<file path="src/rtl/wc_pkg.sv">
package wc_pkg;
  localparam int WIPER_W = 6;

  typedef enum logic [1:0] {
    MV_HOLD = 2'd0,
    MV_UP   = 2'd1,
    MV_DOWN = 2'd2
  } move_e;

  function automatic move_e pick_move(input logic up, input logic dn);
    if (up && !dn)      return MV_UP;
    else if (dn && !up) return MV_DOWN;
    else                return MV_HOLD;
  endfunction
endpackage

</file>
<file path="src/rtl/wc_step_unit.sv">
module wc_step_unit #(
  parameter int POS_W = wc_pkg::WIPER_W
) (
  input  logic [POS_W-1:0] cur,
  input  logic             up,
  input  logic             dn,
  output logic [POS_W-1:0] nxt
);
  import wc_pkg::*;
  localparam logic [POS_W-1:0] POS_MAX = {POS_W{1'b1}};
  localparam logic [POS_W-1:0] POS_MIN = '0;

  move_e mv;

  always_comb begin
    mv  = pick_move(up, dn);
    nxt = cur;
    unique case (mv)
      MV_UP:   if (cur != POS_MAX) nxt = cur + 1'b1;
      MV_DOWN: if (cur != POS_MIN) nxt = cur - 1'b1;
      default: nxt = cur;
    endcase
  end
endmodule

</file>
<file path="src/rtl/wc_tap_decode.sv">
module wc_tap_decode #(
  parameter int POS_W = wc_pkg::WIPER_W,
  localparam int TAPS = 1 << POS_W
) (
  input  logic [POS_W-1:0] idx,
  output logic [TAPS-1:0]  onehot
);
  for (genvar g = 0; g < TAPS; g++) begin : g_tap
    assign onehot[g] = (idx == POS_W'(g));
  end
endmodule

</file>
<file path="src/rtl/wc_wiper_counter.sv">
module wc_wiper_counter #(
  parameter int POS_W = wc_pkg::WIPER_W,
  localparam int TAPS = 1 << POS_W
) (
  input  logic             clk,
  input  logic             rst_n,
  input  logic             rcl_valid,
  input  logic [POS_W-1:0] rcl_data,
  input  logic             ld_valid,
  output logic             ld_ready,
  input  logic [POS_W-1:0] ld_data,
  input  logic             step_up,
  input  logic             step_dn,
  output logic             ready,
  output logic [POS_W-1:0] wiper_pos,
  output logic [TAPS-1:0]  tap_sel
);
  logic [POS_W-1:0] pos_q, pos_d, stepped;
  logic             rdy_q, rdy_d;
  logic [TAPS-1:0]  tap_d, tap_q;

  wc_step_unit #(.POS_W(POS_W)) step_i (
    .cur (pos_q),
    .up  (step_up),
    .dn  (step_dn),
    .nxt (stepped)
  );

  // Select the next position. Recall is taken only before ready.
  // After ready, a load beats a step.
  always_comb begin
    pos_d = pos_q;
    rdy_d = rdy_q;
    if (!rdy_q) begin
      if (rcl_valid) begin
        pos_d = rcl_data;
        rdy_d = 1'b1;
      end
    end else if (ld_valid) begin
      pos_d = ld_data;
    end else begin
      pos_d = stepped;
    end
  end

  // Decode the next position so that the switch vector is a register.
  wc_tap_decode #(.POS_W(POS_W)) dec_i (
    .idx    (pos_d),
    .onehot (tap_d)
  );

  always_ff @(posedge clk) begin
    if (!rst_n) begin
      pos_q <= '0;
      rdy_q <= 1'b0;
      tap_q <= TAPS'(1);
    end else begin
      pos_q <= pos_d;
      rdy_q <= rdy_d;
      tap_q <= tap_d;
    end
  end

  assign wiper_pos = pos_q;
  assign ready     = rdy_q;
  assign ld_ready  = rdy_q;
  assign tap_sel   = tap_q;
endmodule

</file>
<file path="config.mk">
export PLATFORM = sky130hd
export DESIGN_NAME = wc_wiper_counter
export DESIGN_NICKNAME = d
export VERILOG_FILES = /design/src/rtl/wc_pkg.sv /design/src/rtl/wc_step_unit.sv /design/src/rtl/wc_tap_decode.sv /design/src/rtl/wc_wiper_counter.sv
export SDC_FILE = /design/constraint.sdc
export NUM_CORES = 1
export LEC_CHECK = 0
export CAP_MARGIN = 20
export CORE_MARGIN = 3
export CORE_UTILIZATION = 50
export CTS_CLUSTER_DIAMETER = 120
export DETAILED_ROUTE_END_ITERATION = 8
export PLACE_DENSITY = 0.94
export SYNTH_ARGS = -nofsm -noshare
export SYNTH_HDL_FRONTEND = slang
export SYNTH_SLANG_ARGS = --single-unit
</file>
<file path="constraint.sdc">
create_clock -name clk -period 4.01 [get_ports clk]
set_input_delay 1.203 -clock clk [delete_from_list [all_inputs] [get_ports clk]]
set_output_delay 1.203 -clock clk [all_outputs]
set_load 0.005 [all_outputs]
</file>
==> results of run 1 <==
-- state kept, by name (all words and copies together) (netlist names) --
register / flops
wiper_pos: 6
ld_ready: 1
tap_sel: 64
-- final timing paths --
kind,start,to,slack [ns],cells past startpoint
min,ld_ready$_SDFF_PN0_,ld_ready$_SDFF_PN0_,0.82,1
max reg2reg,wiper_pos[0]$_SDFF_PN0_,tap_sel[5]$_SDFF_PN0_,1.04,8
max,step_up,tap_sel[47]$_SDFF_PN0_,0.40,9
min reg2reg,ld_ready$_SDFF_PN0_,ld_ready$_SDFF_PN0_,0.82,1
-- power by group --
group	switching [mW]	total [mW]	leakage, nW	internal [mW]
clock	0.291	0.585	0.0940	0.294
combinational	0.172	0.280	0.684	0.108
sequential	0.0247	0.744	0.574	0.719
total	0.488	1.61	1.35	1.12
-- metrics by stage --
step	area (sq um)	power [mW]	util, %	hold WS (ns)
finish	4000	1.61	71.4	0.815
global placement	3800	1.02	67.7	0.754
detailed placement	3800	1.03	67.7	0.781
floorplan	2950	0.950	-	0.739
global route	4000	1.66	71.4	0.842
CTS	4000	1.60	71.4	0.806
-- worst max-delay path, delay by kind of cell --
family	cells	cell delay, ns
AOI/OAI and AO/OA	3	0.85
adders and majority gates	1	0.26
buffers and inverters	2	0.53
and+or+nand+nor	3	1.02
-- synthesized netlist by cell type, drive strengths merged --
library cell	number	share of area, %
o21ai	8	1.7
clkbuf	3	0.38
o21a	2	0.51
mux2	1	0.38
nor2	4	0.51
a21oi	3	0.51
o31ai	2	0.68
nor3	70	18
o22ai	1	0.21
nand3	8	1.7
or4	1	0.38
a311oi	2	0.81
xor2	1	0.30
nand2b	7	1.7
o21bai	1	0.25
nor3b	1	0.42
nor2b	7	1.5
a31o	1	0.30
o311a	1	0.38
buf	25	6.5
inv	9	1.1
nand3b	2	0.76
and2b	1	0.25
or3b	1	0.30
o311ai	1	0.30
mux2i	4	1.4
or4b	1	0.47
o31a	2	0.59
dfxtp	71	48
nand2	10	1.4
or2	2	0.42
o22a	1	0.30
o221ai	2	1.0
o211ai	2	0.51
o2111ai	1	0.30
a2111oi	1	0.34
ha	5	2.1
a221oi	2	1.2
a31oi	1	0.72
and2	2	0.42
xnor2	1	0.30
-- final cells by class --
cell class | instances | area, sq um | share of cell area, %
Sequential cell | 71 | 1420 | 35.5
Clock inverter | 7 | 81.3 | 2.03
Timing Repair Buffer | 97 | 963 | 24.1
Clock buffer | 9 | 124 | 3.09
Tap cell | 72 | 90.1 | 2.25
Multi-Input combinational cell | 163 | 1290 | 32.2
Inverter | 9 | 33.8 | 0.844
-- metal layers --
metal	track usage, %	up-vias
li1	-	1105
met1	27.7	1150
met2	42.2	115
met5	0	-
met4	11.9	0
met3	7.02	27
-- cell usage in the layout, fill, tap and decap left out, types with 4 or more instances in the layout --
| master | instances |
|---|---|
| nand3_1 | 6 |
| nand2b_1 | 6 |
| nand2_1 | 9 |
| dfxtp_1 | 71 |
| nor3_2 | 36 |
| ha_1 | 5 |
| clkdlybuf4s50_1 | 89 |
| mux2i_1 | 4 |
| buf_4 | 7 |
| nor2_1 | 4 |
| clkbuf_8 | 9 |
| nor3_1 | 33 |
| nor2b_1 | 7 |
| inv_1 | 9 |
| o21ai_0 | 6 |
-- cells by family (layout without fill, tap and decap cells) --
kind of cell,after synthesis,count (layout),synth area share [%]
simple gates,117,117,28.6
flops,71,71,48.2
buf+inv,37,122,8.06
compound gates,34,34,10.7
fa+ha+maj,5,5,2.12
mux,5,5,1.74
xor+xnor,2,2,0.594
==> run_results.csv, run 1 <==
group,metric,value,unit
synthesis,ys_types,53,
critical_path,critPathArrivalTime,3.87,ns
routing,vias_per_cell,5.60,
power,ir_drop,358,uV
grt,grt_pass1_vias,2386,
critical_path,critPathMaxStageDelay,0.62,ns
clock_network,clockBufferDepth,2,
routing,drt_iter0_drc,168,
grt,grt_pass1_wl,12.2,mm
routing,vias,2397,
grt,gr-total-overflow,0,
critical_path,slowest_stage,"a311oi_2",
placement,portBuffers,89,
placement,dpl.hpwl,5.48,mm
sta,setup_viol,0,
clock_network,cts_tree,"done",
clock_network,cts_hold_buf,0,
synthesis,synth.net_count,294,
finish,fillCellCount,372,
routing,wire_per_inst,19.2,um
placement,placedCellCount,412,
clock_network,htree_num_levels,3,
job,cap_violations,0,
die,dieHeight,82.8,um
finish,diodes,0,
power,leakage,1.35,nW
sta,hold_viol,0,
critical_path,critPathCaptureType,"register",
sta,tightest_slew,0.839,ns
die,coreArea,5610,sq um
critical_path,worstPathMaxFanout,16,
sta,slew_viol_final,0,
sta,relSlewSlack,44.0,%
placement,place_ws,0.135,ns
die,initial_utilization,52.6,%
finish,drive_above_1_share,22.5,%
clock_network,post_cts_buffers,0,
clock_network,clk_latency,0.35,ns
routing,ant_nets,0,
grt,grt_usage,24.5,%
synthesis,syn_avg_cell_area,10.9,sq um
synthesis,ys_warn_count,0,
die,dieArea,6850,sq um
sta,rsz0062_at_grt,"false",
die,boundaryPins,90,
run_status,status,"finished, final reports clean",
synthesis,synth-seq-cells,71,
sta,tns,0,ns
clock_network,cts_resized,0,
sta,setup_ws,0.400,ns
routing,drt_wl_total,8.23,mm
clock_network,cts_root_buf,"clkbuf_8",
synthesis,yosysSeqAreaShare,48.2,%
clock_network,cts_buffers,9,
critical_path,cp_cell_sequence,"clkdlybuf4s50_1 > inv_1 > ha_1 > and2b_1 > o2111ai_1 > a311oi_1 > a311oi_2 > nand3b_2 > nor3_1",
routing,top_layer,"met4",
critical_path,critical_path_class,"input pin to register",
synthesis,syn-instance-count,271,
critical_path,crit_required,4.27,ns
synthesis,synth_area,2950,sq um
grt,grt_antenna_before_repair,0,
routing,wl_met2,4.20,mm
routing,wl_met1,3.18,mm
sta,finalWorstPathRequiredPeriod,3.61,ns
power,power.density,402,nW/um^2
routing,dr.pass1.iters,4,
finish,nNetsFinal,374,
grt,grt_start_max_net_pins,18,
die,rows,27,
routing,route.detailed.drc,0,
die,dieWidth,82.8,um
clock_network,cts_num_sinks,71,
critical_path,startpoint_type,"input pin",
sta,fin_crit_sh,90.0,%
routing,route.met3.wl,583,um
finish,stdcell_count,428,
finish,syn2layout_area_growth,35.8,%
sta,fmax,277,MHz
worst_hold_path,min_path_type,"register to register",
placement,gp_congestion,0.931,
clock_network,clk_pin_slew,0.08,ns
sta,fin_skew,0.0104,ns
No activity file was read; power rests on OpenSTA's default activity.
==> run 2, diff against run 1 <==
--- a/config.mk
+++ b/config.mk
@@ -7,8 +7,9 @@
 export LEC_CHECK = 0
+export ABC_AREA = 1
 export CAP_MARGIN = 20
 export CORE_MARGIN = 3
-export CORE_UTILIZATION = 50
-export CTS_CLUSTER_DIAMETER = 120
+export CORE_UTILIZATION = 47
+export CTS_CLUSTER_DIAMETER = 30
 export DETAILED_ROUTE_END_ITERATION = 8
-export PLACE_DENSITY = 0.94
+export PLACE_DENSITY = 0.92
 export SYNTH_ARGS = -nofsm -noshare
==> constraint.sdc (replaced) <==
create_clock -name clk -period 4.01 [get_ports clk]
set_input_delay 0.6015 -clock clk [delete_from_list [all_inputs] [get_ports clk]]
set_output_delay 0.6015 -clock clk [all_outputs]
set_load 0.005 [all_outputs]
==> run 2 against run 1 <==
Worst hold slack lost 0.061 ns. Sequential share of layout area increased by 3.7 points. Global-route usage shrank 1.4 points. Non-clock buffer count fell by 8. Cell count increased by 12%. Register-to-register slack improved by 0.54 ns. Highest routed layer unchanged. Via count is 1.0% lower. Die area fell by 8.1%. Sequential cell count unchanged. Clock skew is 0.0025 ns lower.
==> run_results.csv, run 2 <==
group,metric,value,unit
run_status,status,"finished, final reports clean",
power,ir_drop,298,uV
synthesis,synthAdderAreaFrac,2.47,%
critical_path,critPathCaptureType,"register",
synthesis,synth_top_family_by_area,"simple AND/OR/NAND/NOR gates",
clock_network,cts_hold_buf,0,
routing,wire_per_inst,14.3,um
clock_network,clockBufferDepth,2,
clock_network,htree_num_levels,3,
critical_path,critPathArrivalTime,2.87,ns
finish,stdcell_count,479,
sta,hold_slack,0.754,ns
die,boundaryPins,90,
synthesis,synth_compound_area_share,4.16,%
synthesis,synth.mux.area_fraction,0,%
grt,grt_usage,23.1,%
synthesis,syn_avg_cell_area,8.13,sq um
die,initial_utilization,49.2,%
sta,relSlewSlack,69.5,%
critical_path,worstPathMaxFanout,7,
finish,mostFrequentLayoutCell,"clkdlybuf4s50_1",
sta,finalWorstPathRequiredPeriod,2.62,ns
placement,placedCellCount,464,
synthesis,syn-instance-count,311,
critical_path,crit_required,4.27,ns
grt,grt_pass1_wl,11.0,mm
finish,syn2layout_area_growth,43.5,%
die,rows,26,
clock_network,clk_latency,0.34,ns
sta,fin_crit_sh,65.3,%
placement,portBuffers,89,
sta,fin_skew,0.00794,ns
synthesis,synth_xor_area_share,1.04,%
grt,grt_pass1_vias,2322,
synthesis,synth_top_area_share,56.2,%
finish,final_cell_mix,"clkdlybuf4s50_1, nor2_1, dfxtp_1",
placement,gp_congestion,0.908,
sta,slew_viol_final,0,
critical_path,ff2ff_setup_slack,1.58,ns
synthesis,synth_most_common_cell,"nor2_1",
die,dieArea,6300,sq um
routing,drt_iter0_drc,135,
clock_network,cts_resized,0,
routing,vias,2373,
synthesis,synthTopCellsByArea,"dfxtp_1, nor2_1, nand2_1",
synthesis,yosysSeqAreaShare,56.2,%
synthesis,synth.net_count,334,
die,coreArea,5140,sq um
synthesis,synth_top_flop_cell,"dfxtp_1",
synthesis,synth_top_cell_by_area,"dfxtp_1",
routing,wl_met1,2.62,mm
sta,setup_viol,0,
power,leakage,1.46,nW
routing,top_layer,"met4",
sta,fmax,382,MHz
sta,tightest_slew,0.457,ns
sta,tns,0,ns
clock_network,cts_root_buf,"clkbuf_8",
routing,route.met3.wl,487,um
sta,rsz0062_at_grt,"false",
synthesis,async_flop_share,0,%
die,dieHeight,79.4,um
clock_network,clk_pin_slew,0.06,ns
routing,ant_nets,0,
grt,grt_start_max_net_pins,17,
synthesis,synth-simple-area-share,30.1,%
clock_network,cts_num_sinks,71,
critical_path,critical_path_class,"input pin to register",
synthesis,synth_edf_count,0,
routing,vias_per_cell,4.95,
synthesis,synth_common_cells,"nor2_1, dfxtp_1, nand2_1",
power,power.density,405,nW/um^2
clock_network,cts_tree,"done",
routing,dr.pass1.iters,4,
synthesis,synth_area,2530,sq um
routing,wl_met2,3.54,mm
power,p_total,1.47,mW
die,dieWidth,79.4,um
sta,hold_viol,0,
synthesis,synth-seq-cells,71,
synthesis,ys_types,21,
routing,drt_wl_total,6.85,mm
synthesis,ys_warn_count,0,
job,cap_violations,0,
worst_hold_path,min_path_type,"register to register",
finish,post-route-util,70.6,%
finish,drive_above_1_share,7.09,%
finish,largest_register_ffs,64,
placement,dpl.hpwl,4.97,mm
finish,nNetsFinal,428,
grt,gr-total-overflow,0,
grt,grt_antenna_before_repair,0,
routing,route.detailed.drc,0,
finish,fillCellCount,408,
clock_network,post_cts_buffers,0,
critical_path,startpoint_type,"input pin",
finish,diodes,0,
clock_network,cts_buffers,9,
run 2: cell types whose count changed after synthesis, moves of 12 or more:
| cell | before | now |
|---|---|---|
| nor3_1 | 33 | 1 |
| nand3_1 | 6 | 18 |
| nor3_2 | 36 | 0 |
| nand2_1 | 9 | 57 |
| inv_1 | 9 | 23 |
| nor2_1 | 4 | 88 |
run 2: final timing paths:
path / startpoint / to / cells after the start
setup reg to reg: wiper_pos[0]$_SDFF_PN0_ / tap_sel[63]$_SDFF_PN0_ / 15
hold reg to reg: ld_ready$_SDFF_PN0_ / ld_ready$_SDFF_PN0_ / 2
hold / removal: ld_ready$_SDFF_PN0_ / ld_ready$_SDFF_PN0_ / 2
setup / recovery: step_up / tap_sel[25]$_SDFF_PN0_ / 12
run 2: metrics by stage:
step           worst slack (ns)  cell area [sq um]
2_1_floorplan              2.04               2530
3_3_place_gp               1.25               3450
3_5_place_dp               1.12               3450
4_1_cts                    1.45               3630
5_1_grt                    1.13               3630
6_report                   1.39               3630
run 2: final cells by class:
cell class	count	area, sq um	share of cell area (%)
flip-flops and latches	71	1420	39.2
multi-input cells	209	956	26.3
repair buffers	89	891	24.6
clock buffers	11	131	3.62
inverters	25	93.8	2.59
well taps	70	87.6	2.41
clock inverters	4	47.5	1.31
run 2: worst max-delay path, cell delays in order:
cell,delay [ns]
clkdlybuf4s50_1,0.49
inv_1,0.05
ha_1,0.35
inv_1,0.19
nand3_1,0.13
nand2_1,0.07
nand3_1,0.07
nand2_1,0.07
nand2_1,0.11
nor2_1,0.37
nand2_1,0.20
nor2_1,0.17
run 2: kinds of logic after synthesis:
group | Yosys count
compound gates | 21
xor+xnor | 3
fa+ha+maj | 5
buf+inv | 31
flops | 71
simple gates | 180
run 2: metal layers:
layer / up-vias / GRT usage (%)
met5: - / 0
met3: 28 / 7.26
met4: 0 / 10.1
met2: 120 / 40.3
li1: 1150 / -
met1: 1075 / 25.6
run 2: report_power, final:
group	switching [mW]	internal [mW]
sequential	0.0182	0.720
clock	0.240	0.282
combinational	0.128	0.0829
total	0.386	1.08
